==> config.mk <==
export PLATFORM = sky130hd
export DESIGN_NAME = prescaled_timer
export DESIGN_NICKNAME = d
export VERILOG_FILES = /design/src/rtl/pt_pkg.sv /design/src/rtl/pt_edge_sync.sv /design/src/rtl/pt_prescaler.sv /design/src/rtl/pt_count_core.sv /design/src/rtl/prescaled_timer.sv
export SDC_FILE = /design/constraint.sdc
export NUM_CORES = 1
export LEC_CHECK = 0
export BUFFER_PORTS_ARGS = -buffer_cell sky130_fd_sc_hd__buf_2
export CORE_ASPECT_RATIO = 1.75
export CORE_UTILIZATION = 55
export CTS_BUF_LIST = sky130_fd_sc_hd__clkbuf_2 sky130_fd_sc_hd__clkbuf_4 sky130_fd_sc_hd__clkbuf_8
export CTS_CLUSTER_SIZE = 12
export DETAILED_ROUTE_END_ITERATION = 12
export PLACE_DENSITY = 0.78
export SLEW_MARGIN = 0
export SYNTH_ARGS = -nofsm -noshare
export SYNTH_HDL_FRONTEND = slang
export SYNTH_SLANG_ARGS = --single-unit
export TNS_END_PERCENT = 1
==> constraint.sdc <==
create_clock -name clk -period 8.48 [get_ports clk]
set_clock_uncertainty 0.2 [all_clocks]
set_input_delay 1.272 -clock clk [delete_from_list [all_inputs] [get_ports clk]]
set_output_delay 1.272 -clock clk [all_outputs]
set_load 0.1 [all_outputs]
==> src/rtl/pt_pkg.sv <==
// Package: shared control-byte layout and reset value for the prescaled timer.
// Assumes: bit order of the control byte is fixed, since software encodes it.
package pt_pkg;

    localparam int BYTE_W = 8;

    typedef struct packed {
        logic       run;        // bit 7: counting allowed
        logic       width8;     // bit 6: 8-bit mode
        logic       ext_src;    // bit 5: external pin source
        logic       fall_edge;  // bit 4: count falling edges of pin
        logic       bypass;     // bit 3: prescaler out of the path
        logic [2:0] ratio;      // bits 2:0: divide by 2^(ratio+1)
    } tmr_ctrl_t;

    localparam tmr_ctrl_t CTRL_RST = 8'hFF;

endpackage

==> src/rtl/pt_edge_sync.sv <==
// Module: synchronizes the external count pin and emits a one-cycle pulse on the
// selected edge. Assumes the pin is asynchronous; STAGES >= 2 synchronizer flops.
module pt_edge_sync #(
    parameter int STAGES = 2
) (
    input  logic clk,
    input  logic rst_n,
    input  logic pin_i,
    input  logic fall_sel_i,
    output logic edge_o
);

    logic [STAGES-1:0] sync_q;
    logic              prev_q;
    logic              cur;

    assign cur = sync_q[STAGES-1];

    // Shift the pin through the synchronizer and keep the last synced value.
    always_ff @(posedge clk) begin
        if (!rst_n) begin
            sync_q <= '0;
            prev_q <= 1'b0;
        end else begin
            sync_q <= {sync_q[STAGES-2:0], pin_i};
            prev_q <= cur;
        end
    end

    // Pulse when the synced level changes in the selected direction.
    always_comb begin
        if (fall_sel_i) edge_o = prev_q & ~cur;
        else            edge_o = ~prev_q & cur;
    end

endmodule

==> src/rtl/pt_prescaler.sv <==
// Module: hidden free-running divider. tick_o pulses on the advance that completes
// a block of 2^(ratio+1) advances. Assumes clr_i has priority over adv_i.
module pt_prescaler #(
    parameter int PRE_W   = 8,
    parameter int RATIO_W = 3
) (
    input  logic               clk,
    input  logic               rst_n,
    input  logic               clr_i,
    input  logic               adv_i,
    input  logic [RATIO_W-1:0] ratio_i,
    output logic               tick_o
);

    logic [PRE_W-1:0] pre_q;
    logic [PRE_W-1:0] mask;

    // Low (ratio+1) bits set; wraps to all ones at the widest ratio.
    assign mask   = (PRE_W'(2) << ratio_i) - PRE_W'(1);
    assign tick_o = adv_i & (&(pre_q | ~mask));

    // Count advances; cleared by reset or a timer write.
    always_ff @(posedge clk) begin
        if (!rst_n || clr_i) pre_q <= '0;
        else if (adv_i)      pre_q <= pre_q + PRE_W'(1);
    end

endmodule

==> src/rtl/pt_count_core.sv <==
// Module: the 8/16-bit counter with byte writes and a one-cycle overflow pulse.
// Assumes a byte write in a cycle suppresses that cycle's increment.
module pt_count_core
    import pt_pkg::*;
(
    input  logic              clk,
    input  logic              rst_n,
    input  logic              inc_i,
    input  logic              width8_i,
    input  logic              wr_lo_i,
    input  logic              wr_hi_i,
    input  logic [BYTE_W-1:0] data_i,
    output logic [2*BYTE_W-1:0] cnt_o,
    output logic              ovf_o
);

    logic [BYTE_W-1:0] lo_q, hi_q;
    logic              any_wr;
    logic              step;

    assign any_wr = wr_lo_i | wr_hi_i;
    assign step   = inc_i & ~any_wr;
    assign cnt_o  = {hi_q, lo_q};

    // Overflow when the width in use is all ones on an accepted step.
    always_comb begin
        if (width8_i) ovf_o = step & (&lo_q);
        else          ovf_o = step & (&lo_q) & (&hi_q);
    end

    // Update bytes from writes, otherwise from the increment.
    always_ff @(posedge clk) begin
        if (!rst_n) begin
            lo_q <= '0;
            hi_q <= '0;
        end else if (any_wr) begin
            if (wr_lo_i) lo_q <= data_i;
            if (wr_hi_i) hi_q <= data_i;
        end else if (step) begin
            if (width8_i) lo_q <= lo_q + BYTE_W'(1);
            else          {hi_q, lo_q} <= {hi_q, lo_q} + (2*BYTE_W)'(1);
        end
    end

endmodule

==> src/rtl/prescaled_timer.sv <==
// Module: top of the timer. Holds the control byte, enable and flag, forms the
// qualified clock and wires synchronizer, prescaler and counter together.
// Assumes the internal source advances on every system clock cycle.
module prescaled_timer
    import pt_pkg::*;
#(
    parameter int PRE_W       = 8,
    parameter int SYNC_STAGES = 2
) (
    input  logic        clk,
    input  logic        rst_n,
    input  logic        ext_cnt_i,
    input  logic        sleep_i,
    input  logic        wr_ctrl_i,
    input  logic        wr_tmr_lo_i,
    input  logic        wr_tmr_hi_i,
    input  logic        wr_flag_i,
    input  logic        wr_ie_i,
    input  logic [7:0]  wr_data_i,
    output logic [15:0] cnt_o,
    output logic        flag_o,
    output logic        irq_o
);

    localparam int RATIO_W = 3;

    tmr_ctrl_t ctrl_q;
    logic      ie_q, flag_q;
    logic      run_en, ext_edge, qclk, pre_tick, inc, ovf;

    assign run_en = ctrl_q.run;

    // Control byte and enable registers.
    always_ff @(posedge clk) begin
        if (!rst_n) begin
            ctrl_q <= CTRL_RST;
            ie_q   <= 1'b0;
        end else begin
            if (wr_ctrl_i) ctrl_q <= tmr_ctrl_t'(wr_data_i);
            if (wr_ie_i)   ie_q   <= wr_data_i[0];
        end
    end

    pt_edge_sync #(.STAGES(SYNC_STAGES)) u_sync (
        .clk        (clk),
        .rst_n      (rst_n),
        .pin_i      (ext_cnt_i),
        .fall_sel_i (ctrl_q.fall_edge),
        .edge_o     (ext_edge)
    );

    // Qualified clock: running, awake, and the selected source active.
    assign qclk = run_en & ~sleep_i & (ctrl_q.ext_src ? ext_edge : 1'b1);

    pt_prescaler #(.PRE_W(PRE_W), .RATIO_W(RATIO_W)) u_pre (
        .clk     (clk),
        .rst_n   (rst_n),
        .clr_i   (wr_tmr_lo_i | wr_tmr_hi_i),
        .adv_i   (qclk & ~ctrl_q.bypass),
        .ratio_i (ctrl_q.ratio),
        .tick_o  (pre_tick)
    );

    assign inc = ctrl_q.bypass ? qclk : pre_tick;

    pt_count_core u_core (
        .clk      (clk),
        .rst_n    (rst_n),
        .inc_i    (inc),
        .width8_i (ctrl_q.width8),
        .wr_lo_i  (wr_tmr_lo_i),
        .wr_hi_i  (wr_tmr_hi_i),
        .data_i   (wr_data_i),
        .cnt_o    (cnt_o),
        .ovf_o    (ovf)
    );

    // Sticky flag: overflow sets and beats a same-cycle software write.
    always_ff @(posedge clk) begin
        if (!rst_n)         flag_q <= 1'b0;
        else if (ovf)       flag_q <= 1'b1;
        else if (wr_flag_i) flag_q <= wr_data_i[0];
    end

    assign flag_o = flag_q;
    assign irq_o  = flag_q & ie_q;

endmodule

# Yosys cells after proc, flatten, opt, wreduce, memory -nomap -nowiden
# Cells that the tools add are included.
classes:
  n_shift: 1
  eq_ne: 3
  muxes: 14
  n_reduce_logical: 9
  n_bitwise: 18
  addsub: 4
ops:
  columns: ["operator", "count"]
  rows:
  - ["two-way mux 8 bit", 8]
  - ["AND reduction 8 bit", 3]
  - ["adder 16 x 1 -> 16 bit (second input constant)", 1]
  - ["adder 8 x 1 -> 8 bit (second input constant)", 2]
  - ["AND 1 bit", 10]
  - ["NOT 8 bit", 1]
  - ["OR 8 bit", 1]
  - ["<< shifter 2 x 3 -> 8 bit (first input constant)", 1]
  - ["subtractor 8 x 2 -> 8 bit (second input constant)", 1]
  - ["two-way mux 1 bit", 6]
  - ["NOT 1 bit", 5]
  - ["inequality test 2 bit (second input constant)", 2]
  - ["nonzero test 2 bit", 2]
  - ["AND reduction 3 bit", 1]
  - ["inequality test 2 x 1 -> 1 bit (second input constant)", 1]
  - ["AND reduction 2 bit", 1]
  - ["zero test 1 bit", 1]
  - ["logical OR 1 bit", 1]
  - ["OR 1 bit", 1]
word_totals:
  input_bits: 17
  reg_bits: 37

# Logic depth before layout (Yosys ltp)
# Gate-level depths: netlist (run 1).
logic_depth:
  word_depth: 13
  depth_mapped: 11

# Modules after synthesis
# Synthesis (run 1) repeated with hierarchy kept, for this count alone.
unflattened:
  cells_unflattened: 251
  hier_area_um2: 2100.8
modules_own_cells:
  columns: ["mod", "cells_each", "instances", "area_per_inst_um2"]
  rows:
  - ["pt_count_core", 139, 1, 1084.8]
  - ["pt_prescaler", 63, 1, 506.7]
  - ["prescaled_timer", 40, 1, 407.9]
  - ["pt_edge_sync", 9, 1, 101.3]

# Worst setup path after synthesis (run 1)
# No wires, ideal clock.
synth_path:
  path_type: "register to output"
  start: "reg flag_q, in the netlist flag_o"
  end: "out irq_o"
  path_slack_ns: 5.196
  arrival_time_ns: 1.812
  n_path_buf: 0
  path_stages_with_launch: 2
  path_cell_list: "dfxtp_1 > and2_1"
synth_via:
  elab_chain_cells: 1
synth_lines:
  columns: ["element", "line_no", "text"]
  rows:
  - ["from (decl)", "prescaled_timer.sv:28", "logic ie_q, flag_q;"]
  - ["from (signal assigned)", "prescaled_timer.sv:82", "else if (wr_flag_i) flag_q <= wr_data_i[0];"]
  - ["AND 1 bit", "prescaled_timer.sv:86", "assign irq_o = flag_q & ie_q;"]
  - ["to (decl)", "prescaled_timer.sv:22", "output logic irq_o"]
# Every way passes these cells.

# Worst setup path in the final report (run 1)
layout_path:
  start: "reg ctrl_q[2] (netlist name)"
  end: "reg u_core.lo_q[6]"
layout_via:
  elab_chain_cells: 10
layout_lines:
  columns: ["element", "line_no", "text"]
  rows:
  - ["from (decl)", "prescaled_timer.sv:27", "tmr_ctrl_t ctrl_q;"]
  - ["from (signal assigned)", "prescaled_timer.sv:39", "if (wr_ctrl_i) ctrl_q <= tmr_ctrl_t'(wr_data_i);"]
  - ["<< shifter 2 x 3 -> 8 bit", "pt_prescaler.sv:19", "assign mask = (PRE_W'(2) << ratio_i) - PRE_W'(1);"]
  - ["subtractor 8 x 2 -> 8 bit", "pt_prescaler.sv:19", null]
  - ["NOT 8 bit", "pt_prescaler.sv:20", "assign tick_o = adv_i & (&(pre_q | ~mask));"]
  - ["OR 8 bit", "pt_prescaler.sv:20", null]
  - ["AND reduction 8 bit", "pt_prescaler.sv:20", null]
  - ["AND 1 bit", "pt_prescaler.sv:20", null]
  - ["two-way mux 1 bit", "prescaled_timer.sv:64", "assign inc = ctrl_q.bypass ? qclk : pre_tick;"]
  - ["AND 1 bit", "pt_count_core.sv:22", "assign step = inc_i & ~any_wr;"]
  - ["nonzero test 2 bit (no source line)", null, null]
  - ["AND reduction 2 bit (no source line)", null, null]
  - ["to (signal assigned)", "pt_count_core.sv:37", "if (wr_lo_i) lo_q <= data_i;"]
  - ["to (signal assigned)", "pt_count_core.sv:40", "if (width8_i) lo_q <= lo_q + BYTE_W'(1);"]
  - ["to (signal assigned)", "pt_count_core.sv:41", "else {hi_q, lo_q} <= {hi_q, lo_q} + (2*BYTE_W)'(1);"]
  - ["to (decl)", "pt_count_core.sv:17", "logic [BYTE_W-1:0] lo_q, hi_q;"]
# Every way passes these cells.
# A chain may end at the register's enable or synchronous reset.

==> results of run 1 <==
-- placed cells by master, fill, tap and decap left out, types with 2 or more instances in the layout --
cell,n
and2_1,7
a32o_1,11
nor2_1,24
inv_1,3
buf_2,34
ha_1,3
nand2b_1,6
clkinv_2,2
mux2i_1,12
a31oi_1,2
nand3b_1,2
a21oi_1,2
a22o_1,2
clkbuf_8,5
and3_1,15
xnor2_1,3
nand3_1,13
xor2_1,5
o31ai_1,5
a311oi_2,2
a21o_1,2
a211oi_1,4
nand2_1,28
o21ai_0,11
a32oi_1,3
dfxtp_1,37
nand4_1,7
-- layer usage --
| layer | up-vias | track usage |
|---|---|---|
| li1 | 949 | - |
| met1 | 948 | 0.330 |
| met3 | 14 | 0.0565 |
| met2 | 75 | 0.509 |
| met4 | 0 | 0.144 |
| met5 | - | 0 |
-- through the flow --
stage / util / hold WS (ns) / setup WS (ns) / std cells
final: 0.666 / 0.236 / 5.43 / 315
after global routing: 0.666 / 0.249 / 5.27 / 315
after CTS: 0.666 / 0.238 / 5.43 / 315
after detailed placement: 0.641 / 0.220 / 5.38 / 307
after global placement: 0.641 / 0.221 / 5.41 / 307
after floorplan: - / 0.212 / 5.20 / 237
-- logic make-up (layout without fill, tap and decap cells) --
group,after synthesis,in the layout
simple gates,109,109
flops,37,37
xor+xnor,8,8
buf+inv,13,46
compound gates,55,55
mux,12,12
fa+ha+maj,3,3
-- layout make-up --
class | count | area, um^2
Clock buffer | 6 | 76.3
Clock inverter | 2 | 10.0
Fill cell | 297 | 1160
Inverter | 4 | 15.0
Multi-Input combinational cell | 187 | 1240
Sequential cell | 37 | 741
Tap cell | 45 | 56.3
Timing Repair Buffer | 34 | 170
-- power by group --
group | internal (mW) | switching [mW]
Combinational | 0.0197 | 0.0605
Sequential | 0.182 | 0.00968
Clock | 0.0602 | 0.0647
Total | 0.262 | 0.135
-- sequential cells by signal, summed over array words and instances (netlist names) --
name	flops
u_core.hi_q	8
u_core.lo_q	8
u_pre.pre_q	8
ctrl_q	7
u_sync.sync_q	2
flag_o	1
ie_q	1
run_en	1
u_sync.prev_q	1
-- worst max-delay path by stage --
| stage | startpoint | end | slack [ns] | cells after the start |
|---|---|---|---|---|
| after floorplan | flag_o | irq_o | 5.20 | 1 |
| after global placement | sleep_i | u_pre.pre_q[5] | 5.41 | 7 |
| after detailed placement | sleep_i | u_pre.pre_q[5] | 5.38 | 7 |
| after CTS | ctrl_q[2] | u_core.lo_q[6] | 5.43 | 8 |
| after global routing | ctrl_q[2] | u_core.lo_q[6] | 5.27 | 8 |
| final | ctrl_q[2] | u_core.lo_q[6] | 5.43 | 8 |
-- worst reg2reg max path, cell delays in order (launching register included) --
cell and delay (ns):
dfxtp_1 0.37, or3_1 0.39, ha_1 0.30, o21ai_0 0.08, a31o_1 0.19, a311o_1 0.38
o21bai_4 0.39, or3b_1 0.39, a32o_1 0.25
==> summary.md, run 1 <==
| Metric | Value |
|---|---|
| Share of layout cells above drive strength 1 | 0.178 |
| Synth top area cells | dfxtp_1 36%, mux2i_1 5.9%, a32o_1 5.4% |
| Critical path peak fanout | 17 |
| Hold depth | 1 |
| Final setup fails | 0 |
| Length of routed met2 wiring | 2.79 mm |
| Synthesized instance count | 237 |
| Worst Path Buf+Inv | 0 |
| Pre-Repair DR Iteration Count | 4 |
| Detail Route met3 WL | 277 um |
| Gr usage total | 0.296 |
| Die area | 3970 um^2 |
| List of most frequent post-synthesis cells | 37 x dfxtp_1, 28 x nand2_1, 24 x nor2_1 |
| Pins Over Slew Limit | 0 |
| Hold wc startpoint | u_sync.sync_q[0] |
| Io pins | 35 |
| Rows | 28 |
| Grt ovf | 0 |
| CP Capture Type | register |
| Unique masters post-synth | 46 |
| CTS tree | yes |
| CP peak stage delay | 0.39 ns |
| Worst Hold Path EP | u_sync.sync_q[1] |
| Final worst-path cycle share | 0.360 |
| CP top delay family | compound AO/OA/AOI/OAI gates |
| Num CTS Buffers | 5 |
| Post-synthesis adder-cell area fraction | 0.0184 |
| Core Area | 3470 um^2 |
| CTS max path bufs | 2 |
| Syn Area/Cell | 8.61 um^2 |
| Reg-to-reg slack, setup | 5.43 ns |
| Status | finished, final reports clean |
| Htree depth | 2 |
| FFs w/ async S/R, synth | 0 |
| Initial antenna violation count | 0 |
| Nets | a little under 300 |
| Worst R2R Path Depth | 8 |
| Setup_tns | 0 ns |
| Clk_lat worst skew | slightly below 0.3 ns |
| Syn_nets | roughly 260 |
| Top sig layer | met4 |
| Diodes inserted | 0 |
| Post-Synth Simple-Gate Area | 0.271 |
| GP Congestion | 0.890 |
| Post-CTS Hold Buffers | 0 |
| Shortest period the worst path allows | 3.05 ns |
| Pin count of the biggest net entering global routing | 27 |
| CP max stage cell | or3_1 |
| Sequential area share after synthesis | 0.363 |
| Met1 Wirelength | between 1.5 and 2 mm |
| Clock Pin Slew Worst Setup and Hold Paths | roughly 0.080 ns |
| Synth Warn # | 0 |
| Pleak | 0.957 nW |
| Critical path startpoint category | register |
| F_max | 327 MHz |
| Hold Vio Cnt, Final | 0 |
| Largest family of logic cells by synthesized area | simple AND/OR/NAND/NOR gates |
| Global-route wire length before repair | approximately 8.3 mm |
| Synth area leader | dfxtp_1 |
| Power per cell area | 172 nW/um^2 |
| Chip width | 48.0 um |
| Detail Route Antenna Nets | 0 |
| CP arrival | 3.05 ns |
| Die height | 82.6 um |
| Crit Reg-Reg Endpoint | u_core.lo_q[6] |
| Routed wire per std cell | 16.5 um |
| Area of the mapped netlist | roughly 2000 um^2 |
| Slew headroom | 0.531 |
| Synth-to-layout area growth | 13.2% |
| Slew @ Worst Pin | between 0.7 and 0.8 ns |
| Finished Cell Area | between 2000 and 2500 um^2 |
| Drt drc | 0 |
| Max Cap Viol | 0 |
| Worst IR drop on VDD | around 130 uV |
| Placed Area | 2220 um^2 |
| Postcts setup bufs | 0 |
| Vias in the first global route | 1782 |
| Drt via density | 6.30 |
| Seq cells post-synth | 37 |
| DP Wirelength | 3.82 mm |
| RSZ-0062 raised after global routing | false |
| I/O Buffers | 34 |
| HP Class | reg2reg |
| Top-count cell post-synth | dfxtp_1 |
| Mux cell area share after synthesis | 0.0589 |
| Reg-to-Reg Start | ctrl_q[2] |
| CTS root buffer | clkbuf_8 |
| Top FF cell, synth | dfxtp_1 |
| Power, Total | just under 0.4 mW |
| Vias | 1986 |
| Compound-cell area share of the yosys netlist | 0.226 |
| Crit path cell chain | or3_1 > ha_1 > o21ai_0 > a31o_1 > a311o_1 > o21bai_4 > or3b_1 > a32o_1 |
| Area share of the largest cell type after synthesis | 0.363 |
| Synth Area in XOR/XNOR | 0.0344 |
| 1st-iter DRT viols | 84 |
| Initial Utilization | 0.588 |
| Clk sinks | 37 |
| EDFF count, synth | 0 |
| Resize count post-CTS | 0 |
| Routed WL | around 5.2 mm |
| Critical path required time | 8.47 ns |
| Worst Setup Path Type | reg2reg |
Power figures use the tool's default switching activity.
==> run 2, diff against run 1 <==
==> constraint.sdc (replaced) <==
create_clock -name clk -period 2.9 [get_ports clk]
set_clock_uncertainty 0.2 [all_clocks]
set_input_delay 0.435 -clock clk [delete_from_list [all_inputs] [get_ports clk]]
set_output_delay 0.435 -clock clk [all_outputs]
set_load 0.1 [all_outputs]
==> run 2 against run 1 <==
  * Critical path depth is the same
  * Sequential cell count did not move
  * Die area is the same
  * Total power increased to 2.9 times the previous value
  * Critical endpoint unchanged
  * Largest power group unchanged
  * Highest routed layer unchanged
==> summary.md, run 2 (synthesized netlist as in run 1, its figures left out) <==
| Metric | Value |
|---|---|
| Status | finished, final reports clean |
| GP Congestion | ~0.86 |
| Hold Vio Cnt, Final | 0 |
| RSZ-0062 raised after global routing | false |
| Num CTS Buffers | 5 |
| Max Cap Viol | 0 |
| Power, Total | around 1.2 mW |
| Worst Setup Path Type | reg2reg |
| Initial antenna violation count | 0 |
| Postcts setup bufs | 0 |
| Commonest non-fill, non-tap cell in the layout | dfxtp_1 |
| Critical path peak fanout | 7 |
| Pins Over Slew Limit | 0 |
| Chip width | 48.0 um |
| CP max stage cell | or3_1 |
| Resize count post-CTS | 0 |
| Io pins | 35 |
| Critical path startpoint category | register |
| CTS max path bufs | 2 |
| HP Class | in2reg |
| Clock Pin Slew Worst Setup and Hold Paths | 0.07 ns |
| Post-CTS Hold Buffers | 0 |
| Share of layout cells above drive strength 1 | 0.196 |
| Final setup fails | 0 |
| Cell count along the critical path | 8 |
| Clk_lat worst skew | 0.29 ns |
| Finished Layout Cells | 320 |
| DP Wirelength | 3.95 mm |
| Core Util, Final | 0.680 |
| F_max | around 360 MHz |
| Reg-to-Reg Start | ctrl_q[2] |
| Clk sinks | 37 |
| Rows | 28 |
| Worst Path Buf+Inv | 0 |
| Pre-Repair DR Iteration Count | 4 |
| 1st-iter DRT viols | 82 |
| Nets | 294 |
| Grt ovf | 0 |
| Worst IR drop on VDD | 315 uV |
| Critical path startpoint | ctrl_q[2] |
| Place WS | between 0.1 and 0.15 ns |
| Crit path cell chain | or3_1 > ha_1 > o21ai_0 > a31o_1 > a311o_1 > o21bai_4 > or3b_1 > a32o_1 |
| CP arrival | around 2.8 ns |
| Power per cell area | roughly 500 nW/um^2 |
| Slew @ Worst Pin | 0.603 ns |
| Die area | 3970 um^2 |
| Gr usage total | 0.303 |
| Final worst-path cycle share | 0.961 |
| Slew headroom | 0.598 |
| Pleak | 0.987 nW |
| I/O Buffers | 34 |
| Initial Utilization | 0.588 |
| Diodes inserted | 0 |
| Worst R2R Path Depth | 8 |
| Core Area | around 3500 um^2 |
| CTS tree | yes |
| CTS root buffer | clkbuf_8 |
| Routed wire per std cell | around 17 um |
| Drt drc | 0 |
| Htree depth | 2 |
| Worst setup endpoint | u_core.lo_q[6] |
| Inst Count DP | 312 |
| Routed WL | 5.35 mm |
| Die height | 82.6 um |
| Regs by FF count | u_core.hi_q x8, u_core.lo_q x8, u_pre.pre_q x8 |
| Pin count of the biggest net entering global routing | 27 |
| CP Capture Type | register |
| CP peak stage delay | 0.40 ns |
| Detail Route Antenna Nets | 0 |
| Reg-to-reg slack, setup | between 0.1 and 0.15 ns |
| Final WS setup | 0.114 ns |
| Global-route wire length before repair | 8.52 mm |
| Crit Reg-Reg Endpoint | u_core.lo_q[6] |
| Setup_tns | 0 ns |
| Synth-to-layout area growth | 15.7% |
| CP top delay family | compound AO/OA/AOI/OAI gates |
| Vias in the first global route | 1900 |
| Vias | 2010 |
| Drt via density | 6.28 |
| Most frequent cells in the layout | 37 x dfxtp_1, 34 x buf_2, 28 x nand2_1, 24 x nor2_1, 15 x and3_1 |
| Shortest period the worst path allows | 2.79 ns |
| Critical path required time | 2.87 ns |
[run 2: layout make-up]
| type | count | area (um^2) |
|---|---|---|
| multi-input cells | 187 | 1240 |
| fillers | 298 | 1110 |
| flip-flops and latches | 37 | 741 |
| repair buffers | 39 | 220 |
| clock buffers | 6 | 76.3 |
| well taps | 45 | 56.3 |
| inverters | 4 | 15.0 |
| clock inverters | 2 | 10.0 |
[run 2: routing by layer]
layer,vias up,GRT usage,part of all wire
met5,-,0,0
met4,0,0.217,0.060
met3,29,0.0630,0.055
met2,90,0.493,0.50
met1,937,0.327,0.38
li1,954,-,-
[run 2: report_power, final]
group | internal (mW) | total (mW) | switching (mW)
logic | 0.0638 | 0.247 | 0.183
registers | 0.531 | 0.557 | 0.0254
clock network | 0.176 | 0.358 | 0.182
[run 2: how the worst min path moves through the flow]
| stage | startpoint | to | cells after the start |
|---|---|---|---|
| after floorplan | u_sync.sync_q[0] | u_sync.sync_q[1] | 1 |
| after global placement | u_sync.sync_q[0] | u_sync.sync_q[1] | 1 |
| after detailed placement | u_sync.sync_q[0] | u_sync.sync_q[1] | 1 |
| after CTS | ext_cnt_i | u_sync.sync_q[0] | 2 |
| after global routing | ext_cnt_i | u_sync.sync_q[0] | 2 |
| final | ext_cnt_i | u_sync.sync_q[0] | 2 |
[run 2: worst register-to-register path: cells and delay by family, from the launching register on]
kind | cells | cell delay (ns)
DFF | 1 | 0.36
and+or+nand+nor | 2 | 0.78
adders and majority gates | 1 | 0.29
AOI/OAI and AO/OA | 5 | 1.05
[run 2: per-stage QoR]
stage | area [um^2] | hold slack (ns)
2_1_floorplan | 2040 | 0.212
3_3_place_gp | 2270 | 0.217
3_5_place_dp | 2270 | 0.234
4_1_cts | 2360 | 0.155
5_1_grt | 2360 | 0.163
6_report | 2360 | 0.156
==> run 3, diff against run 2 <==
--- a/config.mk
+++ b/config.mk
@@ -7,11 +7,12 @@
 export LEC_CHECK = 0
 export BUFFER_PORTS_ARGS = -buffer_cell sky130_fd_sc_hd__buf_2
 export CORE_ASPECT_RATIO = 1.75
-export CORE_UTILIZATION = 55
+export CORE_UTILIZATION = 58
 export CTS_BUF_LIST = sky130_fd_sc_hd__clkbuf_2 sky130_fd_sc_hd__clkbuf_4 sky130_fd_sc_hd__clkbuf_8
 export CTS_CLUSTER_SIZE = 12
 export DETAILED_ROUTE_END_ITERATION = 12
-export PLACE_DENSITY = 0.78
+export MAX_ROUTING_LAYER = met4
+export PLACE_DENSITY_LB_ADDON = 0.25
 export SLEW_MARGIN = 0
 export SYNTH_ARGS = -nofsm -noshare
 export SYNTH_HDL_FRONTEND = slang
==> run 3 against run 2 <==
  * Cell count did not move
  * Largest power group unchanged
  * Total power increased by 0.89%
  * Highest routed layer unchanged
  * Global-route usage is 2.5 points higher
==> summary.md, run 3 (synthesized netlist as in run 1, its figures left out) <==
| Metric | Value |
|---|---|
| Switching Fraction | 0.324 |
| Pins Over Slew Limit | 0 |
| Share of layout cells above drive strength 1 | 0.196 |
| Sw power | 0.380 mW |
| Pre-Repair DR Iteration Count | 4 |
| Critical path startpoint category | register |
| Power per cell area | between 400 and 500 nW/um^2 |
| Nets | roughly 300 |
| Grt ovf | 0 |
| Diodes inserted | 0 |
| Gr usage total | 0.328 |
| Slew headroom | 0.579 |
| Clk_lat worst skew | ~0.29 ns |
| Worst Hold Path EP | u_sync.sync_q[0] |
| Setup_tns | 0 ns |
| Inst Count DP | roughly 310 |
| CTS tree | yes |
| F_max | about 360 MHz |
| CP Capture Type | register |
| Routed wire per std cell | around 16 um |
| Global-route wire length before repair | 8.77 mm |
| Status | finished, final reports clean |
| Hold wc startpoint | ext_cnt_i |
| Max Cap Viol | 0 |
| Finished Layout Cells | 320 |
| Routed WL | 5.22 mm |
| Clk pwr share | 0.316 |
| Die area | 3770 um^2 |
| Resize count post-CTS | 0 |
| Post-CTS Hold Buffers | 0 |
| Drt via density | between 6 and 7 |
| Rows | 28 |
| Worst Path Buf+Inv | 0 |
| Reg-to-reg slack, setup | 0.15 ns |
| CP max stage cell | or3_1 |
| Vias | 1988 |
| CTS root buffer | clkbuf_8 |
| Final setup fails | 0 |
| Synth-to-layout area growth | 15.8% |
| Regs by FF count | u_core.hi_q x8, u_core.lo_q x8, u_pre.pre_q x8 |
| Crit Reg-Reg Endpoint | u_core.lo_q[6] |
| Postcts setup bufs | 0 |
| 1st-iter DRT viols | 75 |
| HP Class | in2reg |
| Chip width | 46.8 um |
| Hold depth | 2 |
| Hold Vio Cnt, Final | 0 |
| Core Area | 3360 um^2 |
| Drt drc | 0 |
| Final worst-path cycle share | 0.950 |
| Comb pwr share | 0.209 |
| Detail Route Antenna Nets | 0 |
| Die height | between 80 and 90 um |
| Critical path required time | 2.89 ns |
| Clock Pin Slew Worst Setup and Hold Paths | approximately 0.070 ns |
| Worst IR drop on VDD | ~400 uV |
| Initial antenna violation count | 0 |
| Crit path cell chain | or3_1 > ha_1 > o21ai_0 > a31o_1 > a311o_1 > o21bai_4 > or3b_1 > a32o_1 |
| CP top delay family | compound AO/OA/AOI/OAI gates |
| Cell internal pwr | 0.792 mW |
| CTS max path bufs | 2 |
| Critical path peak fanout | 7 |
| Clk sinks | 37 |
| Io pins | 35 |
| Most frequent cells in the layout | 37 x dfxtp_1, 34 x buf_2, 28 x nand2_1, 24 x nor2_1, 15 x and3_1 |
| CP peak stage delay | just under 0.4 ns |
| Vias in the first global route | 2038 |
| Shortest period the worst path allows | roughly 2.8 ns |
| GP Congestion | ~0.88 |
| Sequential Power Share | 0.475 |
| RSZ-0062 raised after global routing | false |
| I/O Buffers | 34 |
| Pleak | 0.985 nW |
| Reg-to-Reg Start | ctrl_q[2] |
| Pin count of the biggest net entering global routing | 27 |
| Initial Utilization | 0.606 |
| Commonest non-fill, non-tap cell in the layout | dfxtp_1 |
| DP Wirelength | just under 4 mm |
| Num CTS Buffers | 5 |
| Worst R2R Path Depth | 8 |
| Htree depth | 2 |
| CP arrival | 2.74 ns |
| Worst Setup Path Type | reg2reg |
| Slew @ Worst Pin | 0.631 ns |
[run 3: layer usage]
layer,GRT usage,wire (um),up-vias,share of wire
met4,0.191,246,0,0.047
met1,0.311,1900,939,0.36
met2,0.564,2840,70,0.54
met3,0.0787,236,22,0.045
met5,-,0,-,0
li1,-,-,957,-
[run 3: cell type report]
class	instances	area, um^2
timing repair buffer	40	215
fill	305	1000
clock buffer	7	90.1
inverter	4	15.0
sequential	37	741
multi-input combinational	187	1240
tap	45	56.3
[run 3: through the flow]
stage                     utilization  cell area (um^2)  hold slack (ns)  setup WS, ns  power, mW
after floorplan                     -              2040            0.212         0.110      0.751
after global placement          0.674              2270            0.220         0.231      0.807
after detailed placement        0.674              2270            0.230         0.173      0.810
after CTS                       0.701              2360            0.154         0.151       1.18
after global routing            0.702              2360            0.169        0.0157       1.22
final                           0.702              2360            0.150         0.146       1.17
[run 3: power by group through the flow]
stage | Sequential (mW) | Combinational [mW] | Clock, mW
after floorplan | 0.664 | 0.0869 | 0
after global placement | 0.567 | 0.241 | 0
after detailed placement | 0.567 | 0.243 | 0
after CTS | 0.556 | 0.244 | 0.379
after global routing | 0.560 | 0.260 | 0.398
final | 0.556 | 0.245 | 0.371
[run 3: worst max path at each step]
stage	startpoint	end	slack, ns	cells after the start
floorplan	u_core.lo_q[0]	u_core.hi_q[4]	0.11	8
global placement	ctrl_q[2]	u_core.lo_q[6]	0.23	8
detailed placement	ctrl_q[2]	u_core.lo_q[6]	0.17	8
CTS	ctrl_q[2]	u_core.lo_q[6]	0.15	8
global route	ctrl_q[2]	u_core.hi_q[7]	0.02	9
finish	ctrl_q[2]	u_core.lo_q[6]	0.15	8
[run 3: worst register-to-register path, stage by stage (launching register included)]
cell and delay, ns:
dfxtp_1 0.36, or3_1 0.39, ha_1 0.28, o21ai_0 0.07, a31o_1 0.20, a311o_1 0.39
o21bai_4 0.15, or3b_1 0.36, a32o_1 0.26
